[src/rtl/can_mode_pkg.sv]
package can_mode_pkg;
    typedef enum logic [1:0] {
        MD_OFF    = 2'b00,
        MD_SILENT = 2'b01,
        MD_WAKE   = 2'b10,
        MD_NORMAL = 2'b11
    } xcvr_mode_e;
endpackage

[src/rtl/mode_pin_sync.sv]
module mode_pin_sync #(
    parameter int STAGES = 2
) (
    input  logic clk,
    input  logic rst_n,
    input  logic clr,
    input  logic d,
    output logic q
);
    logic [STAGES-1:0] ff;

    generate
        if (STAGES == 1) begin : g_single
            always_ff @(posedge clk or negedge rst_n) begin
                if (!rst_n)   ff <= '0;
                else if (clr) ff <= '0;
                else          ff <= d;
            end
        end else begin : g_chain
            always_ff @(posedge clk or negedge rst_n) begin
                if (!rst_n)   ff <= '0;
                else if (clr) ff <= '0;
                else          ff <= {ff[STAGES-2:0], d};
            end
        end
    endgenerate

    assign q = ff[STAGES-1];
endmodule

[src/rtl/clamp_detect.sv]
module clamp_detect #(
    parameter int RC_CYC = 5
) (
    input  logic clk,
    input  logic rst_n,
    input  logic clr,
    input  logic en,
    input  logic cmp_dom,
    input  logic rx_pin_lvl,
    output logic flt
);
    localparam int CW = $clog2(RC_CYC + 1);
    localparam logic [CW-1:0] CMAX = CW'(RC_CYC);

    logic [CW-1:0] cnt;
    logic          mismatch;

    // bus dominant while the receive pin still reads recessive
    assign mismatch = cmp_dom & rx_pin_lvl;

    always_ff @(posedge clk or negedge rst_n) begin
        if (!rst_n) begin
            cnt <= '0;
            flt <= 1'b0;
        end else if (clr) begin
            cnt <= '0;
            flt <= 1'b0;
        end else begin
            if (!rx_pin_lvl)
                flt <= 1'b0;
            else if (en && mismatch && cnt == CMAX)
                flt <= 1'b1;

            if (!en || !mismatch)
                cnt <= '0;
            else if (cnt != CMAX)
                cnt <= cnt + 1'b1;
        end
    end
endmodule

[src/rtl/mode_fsm.sv]
module mode_fsm
    import can_mode_pkg::*;
#(
    parameter int WAKE_CYC = 4
) (
    input  logic       clk,
    input  logic       rst_n,
    input  logic       pwr_ok,
    input  logic       sel_silent,
    input  logic       clamp,
    output xcvr_mode_e state,
    output logic       tx_en
);
    localparam int WW = (WAKE_CYC > 1) ? $clog2(WAKE_CYC) : 1;
    localparam logic [WW-1:0] WLAST = WW'(WAKE_CYC - 1);

    xcvr_mode_e    nxt;
    logic [WW-1:0] wcnt;

    // state register
    always_ff @(posedge clk or negedge rst_n) begin
        if (!rst_n) state <= MD_OFF;
        else        state <= nxt;
    end

    // dwell counter for the SILENT to NORMAL passage
    always_ff @(posedge clk or negedge rst_n) begin
        if (!rst_n)              wcnt <= '0;
        else if (state != MD_WAKE) wcnt <= '0;
        else if (wcnt != WLAST)  wcnt <= wcnt + 1'b1;
    end

    // transitions
    always_comb begin
        nxt = state;
        unique case (state)
            MD_OFF: begin
                if (pwr_ok) nxt = MD_SILENT;
            end
            MD_SILENT: begin
                if (!pwr_ok)                     nxt = MD_OFF;
                else if (!sel_silent && !clamp)  nxt = MD_WAKE;
            end
            MD_WAKE: begin
                if (!pwr_ok)                     nxt = MD_OFF;
                else if (sel_silent || clamp)    nxt = MD_SILENT;
                else if (wcnt == WLAST)          nxt = MD_NORMAL;
            end
            MD_NORMAL: begin
                if (!pwr_ok)                     nxt = MD_OFF;
                else if (sel_silent || clamp)    nxt = MD_SILENT;
            end
            default: nxt = MD_OFF;
        endcase
    end

    // outputs
    always_comb begin
        tx_en = (state == MD_NORMAL) && pwr_ok && !clamp;
    end
endmodule

[src/rtl/can_xcvr_mode_ctrl.sv]
module can_xcvr_mode_ctrl
    import can_mode_pkg::*;
#(
    parameter int SYNC_STAGES = 2,
    parameter int WAKE_CYC    = 4,
    parameter int RC_CYC      = 5
) (
    input  logic       clk,
    input  logic       rst_n,
    input  logic       mode_pin,
    input  logic       vcc_ok,
    input  logic       vio_ok,
    input  logic       cmp_dom,
    input  logic       rx_pin_lvl,
    output logic [1:0] mode_state,
    output logic       tx_en,
    output logic       clamp_flt
);
    logic       pwr_ok;
    logic       unpowered;
    logic       sel_silent;
    xcvr_mode_e st;

    assign pwr_ok    = vcc_ok & vio_ok;
    assign unpowered = ~vcc_ok & ~vio_ok;

    mode_pin_sync #(.STAGES(SYNC_STAGES)) u_sync (
        .clk   (clk),
        .rst_n (rst_n),
        .clr   (unpowered),
        .d     (mode_pin),
        .q     (sel_silent)
    );

    clamp_detect #(.RC_CYC(RC_CYC)) u_clamp (
        .clk        (clk),
        .rst_n      (rst_n),
        .clr        (unpowered),
        .en         (pwr_ok),
        .cmp_dom    (cmp_dom),
        .rx_pin_lvl (rx_pin_lvl),
        .flt        (clamp_flt)
    );

    mode_fsm #(.WAKE_CYC(WAKE_CYC)) u_fsm (
        .clk        (clk),
        .rst_n      (rst_n),
        .pwr_ok     (pwr_ok),
        .sel_silent (sel_silent),
        .clamp      (clamp_flt),
        .state      (st),
        .tx_en      (tx_en)
    );

    assign mode_state = st;
endmodule

[config.mk]
export PLATFORM = sky130hd
export DESIGN_NAME = can_xcvr_mode_ctrl
export DESIGN_NICKNAME = d
export VERILOG_FILES = /design/src/rtl/can_mode_pkg.sv /design/src/rtl/mode_pin_sync.sv /design/src/rtl/clamp_detect.sv /design/src/rtl/mode_fsm.sv /design/src/rtl/can_xcvr_mode_ctrl.sv
export SDC_FILE = /design/constraint.sdc
export NUM_CORES = 1
export LEC_CHECK = 0
export ABC_AREA = 1
export BUFFER_PORTS_ARGS = -buffer_cell sky130_fd_sc_hd__buf_2
export CAP_MARGIN = 20
export CORE_AREA = 2 2 41 58
export DETAILED_ROUTE_END_ITERATION = 10
export DIE_AREA = 0 0 43 60
export MAX_ROUTING_LAYER = met4
export PLACE_DENSITY = 0.47
export SLEW_MARGIN = 20
export SYNTH_ARGS = -nofsm -noshare
export SYNTH_HDL_FRONTEND = slang
export SYNTH_SLANG_ARGS = --single-unit
[constraint.sdc]
create_clock -name clk -period 1.25 [get_ports clk]
set_input_delay 0.3125 -clock clk [delete_from_list [all_inputs] [get_ports clk]]
set_output_delay 0.3125 -clock clk [all_outputs]
set_load 0.01 [all_outputs]
# Yosys cells after proc, flatten, opt, wreduce, memory -nomap -nowiden
# Index checks and enable logic that the tools add are counted.
# classes
add_sub_neg,2
n_eq_ne,13
mux,18
bitwise_logic,5
n_reduce_logical,15
# ops
operator,n
2-to-1 mux 2 bit,11
2-to-1 mux 3 bit,3
case mux 2 bit (4 select lines),1
"== test 2 bit, second input constant",3
"!= test 2 bit, second input constant",3
"!= test 3 x 2 -> 1 bit, second input constant",2
logical AND 1 bit,5
logical NOT 1 bit,4
"!= test 4 x 2 -> 1 bit, second input constant",1
AND reduction 4 bit,1
"adder 3 x 1 -> 3 bit, second input constant",1
bitwise AND 1 bit,3
"== test 3 bit, second input constant",1
2-to-1 mux 1 bit,3
"!= test 3 x 1 -> 1 bit, second input constant",1
"!= test 3 bit, second input constant",1
nonzero test 3 bit,1
"adder 2 x 1 -> 2 bit, second input constant",1
"== test 2 x 1 -> 1 bit, second input constant",1
logical NOT 2 bit,1
logical OR 1 bit,2
NOT 1 bit,2
nonzero test 2 bit,1
# word_totals
regBits,10
inputBits,7
out_inout_bits,4
wordCells,58

# Depth between registers and ports, before layout
# depth
word_depth,6
depth_mapped,7
depth_no_buf,7

# By module
# From an unflattened synthesis, not the netlist that was laid out.
# unflattened
cells_unflattened,76
hier_area_um2,570.5
# modules_own_cells
mod,n_inst,cells_each,area_each_um2,seq_area_each_um2
mode_fsm,1,37,252.7,100.1
clamp_detect,1,30,241.5,100.1
mode_pin_sync,1,6,65.1,50.0
can_xcvr_mode_ctrl,1,3,11.3,0.0

# Least setup slack after synthesis
# OpenSTA, ideal clock, no wires.
# synth_path
path_type,reg-to-reg
from,register u_fsm.wcnt[0]
to,register u_fsm.state[0]
setup_ps,121
t_arrival_ps,1005
required_ps,1129
setup_slack_ps,124
stages_incl_launch_ff,8
n_path_buf,0
period_less_slack_ps,1126
cell_sequence,dfrtp_1 ha_1 inv_1 nand2_1 nor2_1 nor2_2 nand3_1 nand2_1
# synth_via
elab_chain_cells,3
# synth_lines
item,line_no,source
start: declaration,mode_fsm.sv:18,logic [WW-1:0] wcnt;
start signal: assignment,mode_fsm.sv:30,else if (wcnt != WLAST) wcnt <= wcnt + 1'b1;
== test 2 bit,mode_fsm.sv:47,else if (wcnt == WLAST) nxt = MD_NORMAL;
!= test 4 x 2 -> 1 bit (no line),-,
AND reduction 4 bit (no line),-,
end signal: assignment,mode_fsm.sv:23,else state <= nxt;
end: declaration,mode_fsm.sv:11,"output xcvr_mode_e state,"
# Every way passes these cells.
# A chain may end at the register's enable or synchronous reset.

# Worst setup path in the final report
# layout_path
from,register u_fsm.state[0]
to,output port mode_state[0]
# layout_lines
item,line_no,source
end: declaration,can_xcvr_mode_ctrl.sv:15,"output logic [1:0] mode_state,"
# No word-level cell between the ends.

==> flow_metrics.py <==
metrics = {
    "run_status": {
        "status": "finished, violations left",
        "failed_checks": "negative setup slack",
    },
    "global_route": {
        "grt_pass1_vias": 494,
        "grt_usage_pct": 10.3,
        "grt_overflow": 0,
        "grt_start_max_net_pins": 11,
        "first_pass_grt_wire_length_um": 1930,
        "antenna_found_initial": 0,
    },
    "sta": {
        "final.min_clock_period_ps": 1350,
        "setup-violations-final": 3,
        "period_share_pct": 108,
        "whs_ps": 275,
        "postLayoutSetupSlackWorst_ps": -97.7,
        "grt_setup_unrepaired": "true",
        "max_slew.worst_pin.slew_ps": 235,
        "skew_ps": 6.00,
        "final_tns_setup_ps": -285,
        "slew_viol_final": 0,
        "fmaxAchievable_mhz": 742,
        "timing_hold_violations_final": 0,
        "slew_headroom_pct": 84.3,
    },
    "finish": {
        "drive_gt1_share_pct": 36.4,
        "final_nets": 111,
        "layout-area-overhead-vs-synth_pct": 34.5,
        "diodes": 0,
    },
    "place": {
        "detailedPlacementHpwl_um": 892,
        "port_buffers": 10,
        "gpl.final_weighted_congestion": 0.771,
    },
    "critical_path": {
        "worst-path-max-fanout": 3,
        "crit_path_end_kind": "output port",
        "required_time_of_the_worst_setup_path_ps": 940,
        "regToRegEndpoint": "u_fsm.state[1]",
        "reg2reg_depth": 8,
        "arrival_ps": 1040,
        "startpoint_of_the_worst_register_to_register_path": "u_fsm.state[0]",
        "r2r_slack_ps": 20,
        "startpoint_kind_of_the_worst_setup_timing_path": "flip-flop",
        "critPathKind": "flip-flop to output port",
        "worst_setup_path_startpoint": "u_fsm.state[0]",
    },
    "clock_network": {
        "clockRootBuffer": "clkbuf_4",
        "cts_max_level": 1,
        "cts_tree": "done",
        "clock_sink_count": 10,
        "cts_made_buffers": 3,
        "worst_skew_pair.late_latency_ps": 250,
        "cts.reportedPaths.clkPinSlew_ps": 60,
        "cts.path.max_buffers": 2,
    },
    "power": {
        "leakage_nw": 0.412,
        "power_density_nw_per_um2": 1320,
        "worst_ir_drop_vdd_v": 0.000516,
    },
    "yosys": {
        "post_synth.cell_area_avg_um2": 7.62,
        "post_synth_num_cell_types": 17,
        "synth.yosys.warnings": 0,
        "synth_seq_area_share_pct": 42.1,
        "synth.ff_latch_count": 10,
        "synthArstFlopShare_pct": 100,
        "synth_enable_flop_cells": 0,
        "synthCells": 78,
        "post_synthesis_cell_area_um2": 594,
        "post_syn_nets": 88,
        "ys_dominant_reg_cell": "dfrtp_1",
    },
    "flow_run": {
        "drv_cap": 0,
    },
    "route": {
        "drc_errors": 0,
        "initialDrtViolationCount": 10,
        "routed_wire_length_per_instance_um": 9.88,
        "dr_total_vias": 553,
        "drt-total-wl_um": 1200,
        "viasPerCell": 4.57,
        "drt_pre_antenna_iters": 4,
        "antenna_violating_nets_post_route": 0,
    },
    "die": {
        "die_width_um": 43,
        "die_h_um": 60,
        "start_util_pct": 28.3,
        "std_cell_rows": 20,
        "boundaryPins": 11,
        "die_area_um2": 2580,
        "floorplan.core_area_um2": 2100,
    },
    "min_path": {
        "holdPathEnd": "u_sync.ff[0]",
        "worstHoldStart": "mode_pin",
        "worst_hold_path.num_cells": 3,
        "hp_class": "input port to flip-flop",
    },
}
-- where the power goes --
part           switching, mW  internal [mW]
Combinational          0.239          0.224
Sequential            0.0261          0.359
Clock                 0.0977          0.111
Total                  0.363          0.693
-- through the flow --
step / cell area (um2) / power (mW) / utilization (%) / cells / setup WS [ps]
3_3_place_gp: 687 / 0.672 / 32.7 / 112 / 51.0
2_1_floorplan: 594 / 0.586 / - / 78 / 124
6_report: 800 / 1.06 / 38.0 / 121 / -97.7
4_1_cts: 734 / 0.928 / 34.9 / 118 / -99.0
5_1_grt: 800 / 1.12 / 38.0 / 121 / -142
3_5_place_dp: 687 / 0.669 / 32.7 / 112 / 77.1
-- layout by cell type (no fill, tap or decap), drive strengths merged --
cell type / count
inv: 12
a21oi: 5
ha: 3
nor2: 15
xnor2: 1
clkbuf: 3
nand3: 6
nand2: 20
dfrtp: 10
o21bai: 2
dlygate4sd3: 1
buf: 17
o21ai: 4
-- cells in the mapped netlist, types with 2 or more instances --
cell | n | area, um2
a21oi_1 | 4 | 20.0
dfrtp_1 | 10 | 250
ha_1 | 3 | 37.5
inv_1 | 7 | 26.3
inv_2 | 4 | 15.0
nand2_1 | 18 | 67.6
nand2_2 | 2 | 12.5
nand3_1 | 5 | 25.0
nor2_1 | 12 | 45.0
nor2_2 | 3 | 18.8
o21ai_0 | 2 | 10.0
o21ai_1 | 2 | 10.0
o21bai_1 | 2 | 15.0
-- worst max-delay path: stages (launching register included) --
cell     delay (ps)
dfrtp_1         400
buf_4           140
buf_6           120
buf_6           110
-- cell type report --
type	count	area, um2
Timing Repair Buffer	18	133
Inverter	12	55.1
Fill cell	230	1300
Multi-Input combinational cell	56	312
Sequential cell	10	250
Tap cell	22	27.5
Clock buffer	3	22.5
-- cells by family after synthesis --
family	count (synthesis)	synth area share [%]
AO/OA/AOI/OAI	11	10.7
buffers and inverters	12	8.00
adder cells (fa/ha/maj)	3	6.32
flip-flops	10	42.1
XOR/XNOR	1	1.47
AND/OR/NAND/NOR	41	31.4
-- registers in the layout, indices dropped and copies added, names as in the netlist --
| name | count |
|---|---|
| u_clamp.flt | 1 |
| u_fsm.state | 2 |
| u_fsm.wcnt | 2 |
| u_clamp.cnt | 3 |
| u_sync.ff | 2 |
-- routing by layer --
metal / vias up / track usage, % / routed length (um)
met5: - / - / 0
li1: 288 / - / -
met4: 0 / 6.49 / 42
met1: 243 / 10.7 / 490
met3: 6 / 1.21 / 48
met2: 16 / 18.4 / 614
-- what timing repair did --
item	in CTS	in global routing
hold buffers	1	0
endpoints found under the setup margin	1	4
cloned	0	0
resized for setup	0	12
buffers inserted	2	3
hold endpoints to repair	10	0
pin swaps	0	4
-- how the worst max path moves through the flow --
stage                      to
6_report        mode_state[0]
5_1_grt                 tx_en
4_1_cts                 tx_en
3_5_place_dp            tx_en
3_3_place_gp            tx_en
2_1_floorplan  u_fsm.state[0]
Note: power is estimated with default switching activity, not from simulation.
